$ cat src/rtl/ioc_pkg.sv
package ioc_pkg;
  // bus offsets (low 8 address bits)
  localparam logic [7:0] OFF_SEL = 8'h00;
  localparam logic [7:0] OFF_WIN = 8'h10;
  // select codes
  localparam logic [7:0] SEL_IDENT = 8'h00;
  localparam logic [7:0] SEL_VERS  = 8'h01;
  localparam logic [7:0] SEL_ARB   = 8'h02;
  localparam logic [7:0] SEL_TBL0  = 8'h10;
  // entry fields used by this block
  localparam int REM_BIT  = 14;
  localparam int MASK_BIT = 16;
endpackage

$ cat src/rtl/ioc_busdec.sv
module ioc_busdec #(
  parameter int ADDR_W = 8
) (
  input  logic              clk,
  input  logic              rst,
  input  logic              bus_wr,
  input  logic              bus_rd,
  input  logic [ADDR_W-1:0] bus_addr,
  input  logic [3:0]        bus_len,
  output logic              sel_wr,
  output logic              win_wr,
  output logic              sel_rd,
  output logic              win_rd
);
  import ioc_pkg::*;

  logic [7:0] off;
  logic       len_ok;

  assign off    = bus_addr[7:0];
  assign len_ok = (bus_len == 4'd4) || (bus_len == 4'd8);

  always_comb begin
    sel_wr = bus_wr && len_ok && (off == OFF_SEL);
    win_wr = bus_wr && len_ok && (off == OFF_WIN);
    sel_rd = bus_rd && (off == OFF_SEL);
    win_rd = bus_rd && (off == OFF_WIN);
  end


  wr_len_chk: assert property (@(posedge clk) disable iff (rst)
    (sel_wr || win_wr) |-> (bus_len == 4'd4 || bus_len == 4'd8));

  one_target_chk: assert property (@(posedge clk) disable iff (rst)
    $onehot0({sel_wr, win_wr}));
endmodule

$ cat src/rtl/ioc_redir_tbl.sv
module ioc_redir_tbl #(
  parameter int NUM_PINS = 24,
  parameter int IDX_W    = 7,
  localparam int PIN_W   = $clog2(NUM_PINS)
) (
  input  logic                clk,
  input  logic                rst,
  input  logic                wr_en,
  input  logic [IDX_W-1:0]    idx,
  input  logic                hi,
  input  logic [31:0]         wr_data,
  output logic [31:0]         rd_word,
  input  logic [NUM_PINS-1:0] req_q,
  input  logic                rem_set,
  input  logic [PIN_W-1:0]    rem_idx,
  output logic                rsv_vld,
  output logic [PIN_W-1:0]    rsv_idx
);
  import ioc_pkg::*;

  localparam logic [IDX_W-1:0] IDX_LIM = IDX_W'(NUM_PINS);
  localparam logic [PIN_W-1:0] REM_LIM = PIN_W'(NUM_PINS - 1);
  localparam logic [31:0]      REM_CLR = ~(32'h1 << REM_BIT);

  logic [63:0]      tbl_q [NUM_PINS];
  logic             idx_ok;
  logic [PIN_W-1:0] pin;

  assign idx_ok = (idx < IDX_LIM);
  assign pin    = idx[PIN_W-1:0];

  always_ff @(posedge clk) begin
    if (rst) begin
      for (int i = 0; i < NUM_PINS; i++) tbl_q[i] <= 64'h1 << MASK_BIT;
      rsv_vld <= 1'b0;
      rsv_idx <= '0;
    end else begin
      if (rem_set && rem_idx <= REM_LIM) tbl_q[rem_idx][REM_BIT] <= 1'b1;
      if (wr_en && idx_ok) begin
        if (hi) tbl_q[pin][63:32] <= wr_data;
        else    tbl_q[pin][31:0]  <= wr_data & REM_CLR;
      end
      rsv_vld <= wr_en && idx_ok && req_q[pin];
      rsv_idx <= pin;
    end
  end

  always_comb begin
    rd_word = 32'h0;
    if (idx_ok) rd_word = hi ? tbl_q[pin][63:32] : tbl_q[pin][31:0];
  end


  rem_clear_chk: assert property (@(posedge clk) disable iff (rst)
    (wr_en && idx_ok && !hi) |=> !tbl_q[$past(pin)][REM_BIT]);

  rsv_src_chk: assert property (@(posedge clk) disable iff (rst)
    rsv_vld |-> $past(wr_en && req_q[pin]));

  rsv_pulse_chk: assert property (@(posedge clk) disable iff (rst)
    (rsv_vld && !wr_en) |=> !rsv_vld);
endmodule

$ cat src/rtl/ioc_regwin.sv
module ioc_regwin #(
  parameter int          NUM_PINS = 24,
  parameter int          ADDR_W   = 8,
  parameter logic [7:0]  VER_CODE = 8'h11,
  localparam int         PIN_W    = $clog2(NUM_PINS)
) (
  input  logic                clk,
  input  logic                rst,
  input  logic                bus_wr,
  input  logic                bus_rd,
  input  logic [ADDR_W-1:0]   bus_addr,
  input  logic [3:0]          bus_len,
  input  logic [31:0]         bus_wdata,
  output logic [31:0]         bus_rdata,
  input  logic [NUM_PINS-1:0] pin_req,
  input  logic                rem_set,
  input  logic [PIN_W-1:0]    rem_idx,
  output logic                rsv_vld,
  output logic [PIN_W-1:0]    rsv_idx
);
  import ioc_pkg::*;

  localparam int         IDX_W   = 7;
  localparam logic [7:0] TOP_PIN = 8'(NUM_PINS - 1);

  logic                sel_wr, win_wr, sel_rd, win_rd;
  logic [7:0]          sel_q;
  logic [3:0]          id_q;
  logic [NUM_PINS-1:0] req_q;
  logic                is_tbl, id_wr, tbl_wr;
  logic [IDX_W-1:0]    tbl_idx;
  logic [31:0]         tbl_word, win_word;

  ioc_busdec #(.ADDR_W(ADDR_W)) u_dec (
    .clk(clk), .rst(rst), .bus_wr(bus_wr), .bus_rd(bus_rd),
    .bus_addr(bus_addr), .bus_len(bus_len),
    .sel_wr(sel_wr), .win_wr(win_wr), .sel_rd(sel_rd), .win_rd(win_rd)
  );

  assign is_tbl  = (sel_q >= SEL_TBL0);
  assign tbl_idx = sel_q[7:1] - 7'd8;
  assign id_wr   = win_wr && (sel_q == SEL_IDENT);
  assign tbl_wr  = win_wr && is_tbl;

  ioc_redir_tbl #(.NUM_PINS(NUM_PINS), .IDX_W(IDX_W)) u_tbl (
    .clk(clk), .rst(rst), .wr_en(tbl_wr), .idx(tbl_idx), .hi(sel_q[0]),
    .wr_data(bus_wdata), .rd_word(tbl_word), .req_q(req_q),
    .rem_set(rem_set), .rem_idx(rem_idx), .rsv_vld(rsv_vld), .rsv_idx(rsv_idx)
  );

  always_comb begin
    win_word = 32'h0;
    if (is_tbl)                                        win_word = tbl_word;
    else if (sel_q == SEL_VERS)                        win_word = {8'h00, TOP_PIN, 8'h00, VER_CODE};
    else if (sel_q == SEL_IDENT || sel_q == SEL_ARB)   win_word = {4'h0, id_q, 24'h0};
  end

  always_ff @(posedge clk) begin
    if (rst) begin
      sel_q     <= 8'h00;
      id_q      <= 4'h0;
      req_q     <= '0;
      bus_rdata <= 32'h0;
    end else begin
      req_q <= pin_req;
      if (sel_wr) sel_q <= bus_wdata[7:0];
      if (id_wr)  id_q  <= bus_wdata[27:24];
      if (bus_rd) bus_rdata <= sel_rd ? {24'h0, sel_q} : (win_rd ? win_word : 32'h0);
    end
  end


  reset_state_chk: assert property (@(posedge clk) disable iff (rst)
    $past(rst) |-> (sel_q == 8'h00 && id_q == 4'h0 && !rsv_vld));

  sel_only_by_wr_chk: assert property (@(posedge clk) disable iff (rst)
    !$stable(sel_q) |-> $past(sel_wr));

  id_only_by_wr_chk: assert property (@(posedge clk) disable iff (rst)
    !$stable(id_q) |-> $past(win_wr && sel_q == SEL_IDENT));

  rdata_hold_chk: assert property (@(posedge clk) disable iff (rst)
    !bus_rd |=> $stable(bus_rdata));
endmodule

$ cat config.mk
export PLATFORM = sky130hd
export DESIGN_NAME = ioc_regwin
export DESIGN_NICKNAME = d
export VERILOG_FILES = /design/src/rtl/ioc_pkg.sv /design/src/rtl/ioc_busdec.sv /design/src/rtl/ioc_redir_tbl.sv /design/src/rtl/ioc_regwin.sv
export SDC_FILE = /design/constraint.sdc
export NUM_CORES = 2
export LEC_CHECK = 0
export BUFFER_PORTS_ARGS = -buffer_cell sky130_fd_sc_hd__buf_2
export CAP_MARGIN = 15
export CORE_MARGIN = 4
export CORE_UTILIZATION = 55
export CTS_CLUSTER_SIZE = 14
export DETAILED_ROUTE_END_ITERATION = 6
export GPL_TIMING_DRIVEN = 1
export PLACE_DENSITY = 0.79
export RECOVER_POWER = 25
export SLEW_MARGIN = 20
export SYNTH_ARGS = -nofsm -noshare
export SYNTH_HDL_FRONTEND = slang
export SYNTH_SLANG_ARGS = --single-unit
$ cat constraint.sdc
create_clock -name clk -period 5 [get_ports clk]
set_input_delay 1 -clock clk [delete_from_list [all_inputs] [get_ports clk]]
set_output_delay 1 -clock clk [all_outputs]
set_load 0.02 [all_outputs]
==> results.yml <==
die:
  ios: 116
  fp-row-count: 150
  die_w_um: 419
  initial_core_util: 0.554
  dieHeight_um: 419
  die_area_mm2: 0.175
  coreArea_mm2: 0.167
sta:
  fin_tns_setup_ns: 0
  rsz0062_at_grt: "false"
  final_max_slew_viol_count: 2431
  slew_headroom: -1.46
  worst_pin_slew_ns: 3.69
  finalCritPeriodShare: 0.850
  finClkSkew_ns: 0.0338
  fmaxAchievable_mhz: 235
  period_minus_slack_ns: 4.25
  setup_viol: 0
  finalHoldViolCount: 0
setup_path:
  crit_top_cell: "clkbuf_1"
  r2r_setup_slack_ns: 0.75
  crit_path_end_kind: "register"
  ff2ff_path_depth: 10
  crit_required_ns: 5.68
  path_class: "reg -> reg"
  rr_endpoint: "u_tbl.tbl_q[19][36]"
  slowest_stage: "clkbuf_1"
  worst_setup_path_start_kind: "register"
  arrival_ns: 4.93
  cp_max_fo: 32
  cp_cell_sequence: "inv_1 -> ha_1 -> or2_0 -> nor3_1 -> mux2_1 -> nand4_1 -> clkbuf_1 -> nor2_1 -> clkbuf_1 -> and2_1"
  critPathMaxStageDelay_ns: 1.33
  crit_start: "sel_q[5]"
  worstSetupEndpoint: "u_tbl.tbl_q[19][36]"
  timing.rr.start: "sel_q[5]"
layout:
  nets: 6309
  area.growth.synth_to_final_pct: 12.3
  drive_gt1_frac: 0.180
  fill_cells: 11700
grt:
  grt-ovfl-total: 0
  grt_pass1_wl_um: 369000
  antenna_found_initial: 24
  grt_max_degree: 66
  grt_pass1_vias: 53300
  grt.total_usage: 0.292
power_and_ir_drop:
  powerDensity_mw_per_mm2: 361
  peakVddDrop_uv: 444
  p_leak_uw: 0.0361
  power_uw: 37600
synthesis:
  ys_seq_area_frac: 0.676
  yosysUniqueCellTypes: 70
  syn_area_per_cell_um2: 16.2
  synth_area_mm2: 0.0927
  netlist_instances: 5706
  ys_ff_latch: 2122
  synthArstFlopShare: 0
  synthFlopType: "edfxtp_1"
  synth_enable_flop_cells: 2016
  synth_warnings: 0
clock_network:
  ctsLongestPathBuffers: 3
  htree_levels: 4
  cts_made_buffers: 207
  cts_resized: 0
  clock_latency_ns: 0.86
  cts_hold_buf: 0
  clkSinkCount: 2122
  cts-root-buf: "clkbuf_16"
  clkTransAtPathRegs_ns: 0.06
  post_cts_buffers: 0
  cts_tree: "yes"
drt:
  dr.pass1.iters: 6
  drt_iter0_drc: 8479
  vias: 53700
  viasPerCell: 6.24
  drc: 0
  finalWirelength_um: 254000
  post_drt_wl_per_cell_um: 29.5
  ant_nets: 0
placement:
  numPortBuffers: 115
  place.gp.congestion: 0.959
  dp_hpwl_um: 160000
worst_hold_path:
  hp-class: "reg -> reg"
job:
  max_cap_viol_count: 57
outcome:
  outcome: "complete, but fails checks"
  violations: "max-capacitance violations, max-slew violations"
## layer usage
| layer | global-route usage | part of all wire |
|---|---|---|
| met4 | 0.164 | 0.069 |
| met1 | 0.380 | 0.34 |
| met3 | 0.0749 | 0.13 |
| met2 | 0.453 | 0.47 |
| met5 | 0 | 0.00024 |
## where the power goes
group	switching (uW)	leakage, uW	total, uW	internal, uW
Clock	6670	0.00323	15400	8710
Combinational	1030	0.0127	1500	465
Sequential	272	0.0202	20700	20400
## logic make-up (layout without fill, tap and decap cells)
group / Yosys count / count (layout) / synth area share
AOI/OAI and AO/OA: 387 / 387 / 0.0285
DFF: 2122 / 2122 / 0.676
adders and majority gates: 5 / 5 / 0.000675
other: 1 / 511 / 0.0000405
buffers and inverters: 546 / 733 / 0.0278
and+or+nand+nor: 1985 / 1985 / 0.127
xor gates and xnor gates: 1 / 1 / 0.0000945
muxes: 659 / 659 / 0.139
## layout make-up
type | instances | area (um^2) | area share
sequential | 2122 | 62700 | 0.602
multi-input combinational | 3541 | 29500 | 0.284
clock buffer | 290 | 5690 | 0.0546
tap | 2204 | 2760 | 0.0265
timing repair buffer | 346 | 2480 | 0.0238
clock inverter | 89 | 930 | 0.00893
inverter | 8 | 35.0 | 0.000336
antenna | 7 | 17.5 | 0.000168
## Yosys cell counts (11+ instances only)
cell | instances | area, um^2
nand3_1 | 23 | 115
nor2_1 | 123 | 462
or2_2 | 51 | 319
clkbuf_1 | 381 | 1430
edfxtp_1 | 2016 | 60500
buf_6 | 31 | 349
o221ai_1 | 16 | 140
buf_4 | 44 | 330
a22oi_1 | 75 | 563
and2_1 | 1501 | 9390
mux4_2 | 490 | 11000
buf_2 | 61 | 305
dfxtp_1 | 106 | 2120
nor3_2 | 11 | 110
mux2i_1 | 128 | 1280
buf_1 | 15 | 56.3
a21o_1 | 25 | 188
a21oi_1 | 96 | 480
o21ai_0 | 35 | 175
nor3_1 | 32 | 160
a22o_1 | 11 | 96.3
a31oi_1 | 13 | 81.3
o22ai_1 | 19 | 119
nor2b_1 | 67 | 419
nand2_1 | 127 | 477
mux2_2 | 31 | 349
a211oi_1 | 15 | 113
## state kept, by name, indices dropped and copies added (netlist names)
signal and count:
id_q 4, u_tbl.rsv_idx 5, u_tbl.tbl_q 2048, u_tbl.rsv_vld 1, req_q 24, bus_rdata 32
sel_q 8
## placed cells by master, fill, tap and decap left out, types with 101 or more instances in the layout
master	netlist	routed
clkbuf_16	0	212
mux2i_1	128	128
and2_0	1	131
conb_1	1	504
and2_1	1501	1371
nand2_1	127	127
mux4_2	490	490
dfxtp_1	106	101
edfxtp_1	2016	2016
buf_4	44	148
clkbuf_1	381	177
## worst min path at each step
stage / from / end / slack, ns / depth (start not counted)
floorplan: u_tbl.tbl_q[26][14] / u_tbl.tbl_q[26][14] / 0.40 / 1
global placement: u_tbl.tbl_q[26][14] / u_tbl.tbl_q[26][14] / 0.33 / 0
detailed placement: u_tbl.tbl_q[27][14] / u_tbl.tbl_q[27][14] / 0.34 / 0
CTS: pin_req[22] / req_q[22] / 0.32 / 2
global route: pin_req[1] / req_q[1] / 0.35 / 2
finish: u_tbl.tbl_q[27][14] / u_tbl.tbl_q[27][14] / 0.35 / 0
## critical path, delay by kind of cell, from the launching register on
kind	cells	cell delay, ns
buf+inv	3	1.91
simple gates	5	1.09
mux	1	0.30
fa+ha+maj	1	0.24
flops	1	0.55
## per-stage QoR
stage                     setup slack (ns)  std cells  utilization  instance area, um^2  hold WS, ns
final                                0.750       8607        0.622               104000        0.352
after global routing                 0.609       8600        0.622               104000        0.347
after CTS                             1.38       8600        0.624               104000        0.316
after detailed placement             0.734       8221        0.584                97800        0.337
after global placement               0.712       8221        0.584                97800        0.334
after floorplan                       1.30       6209            -                94600        0.400
(Power assumes the default switching activity.)
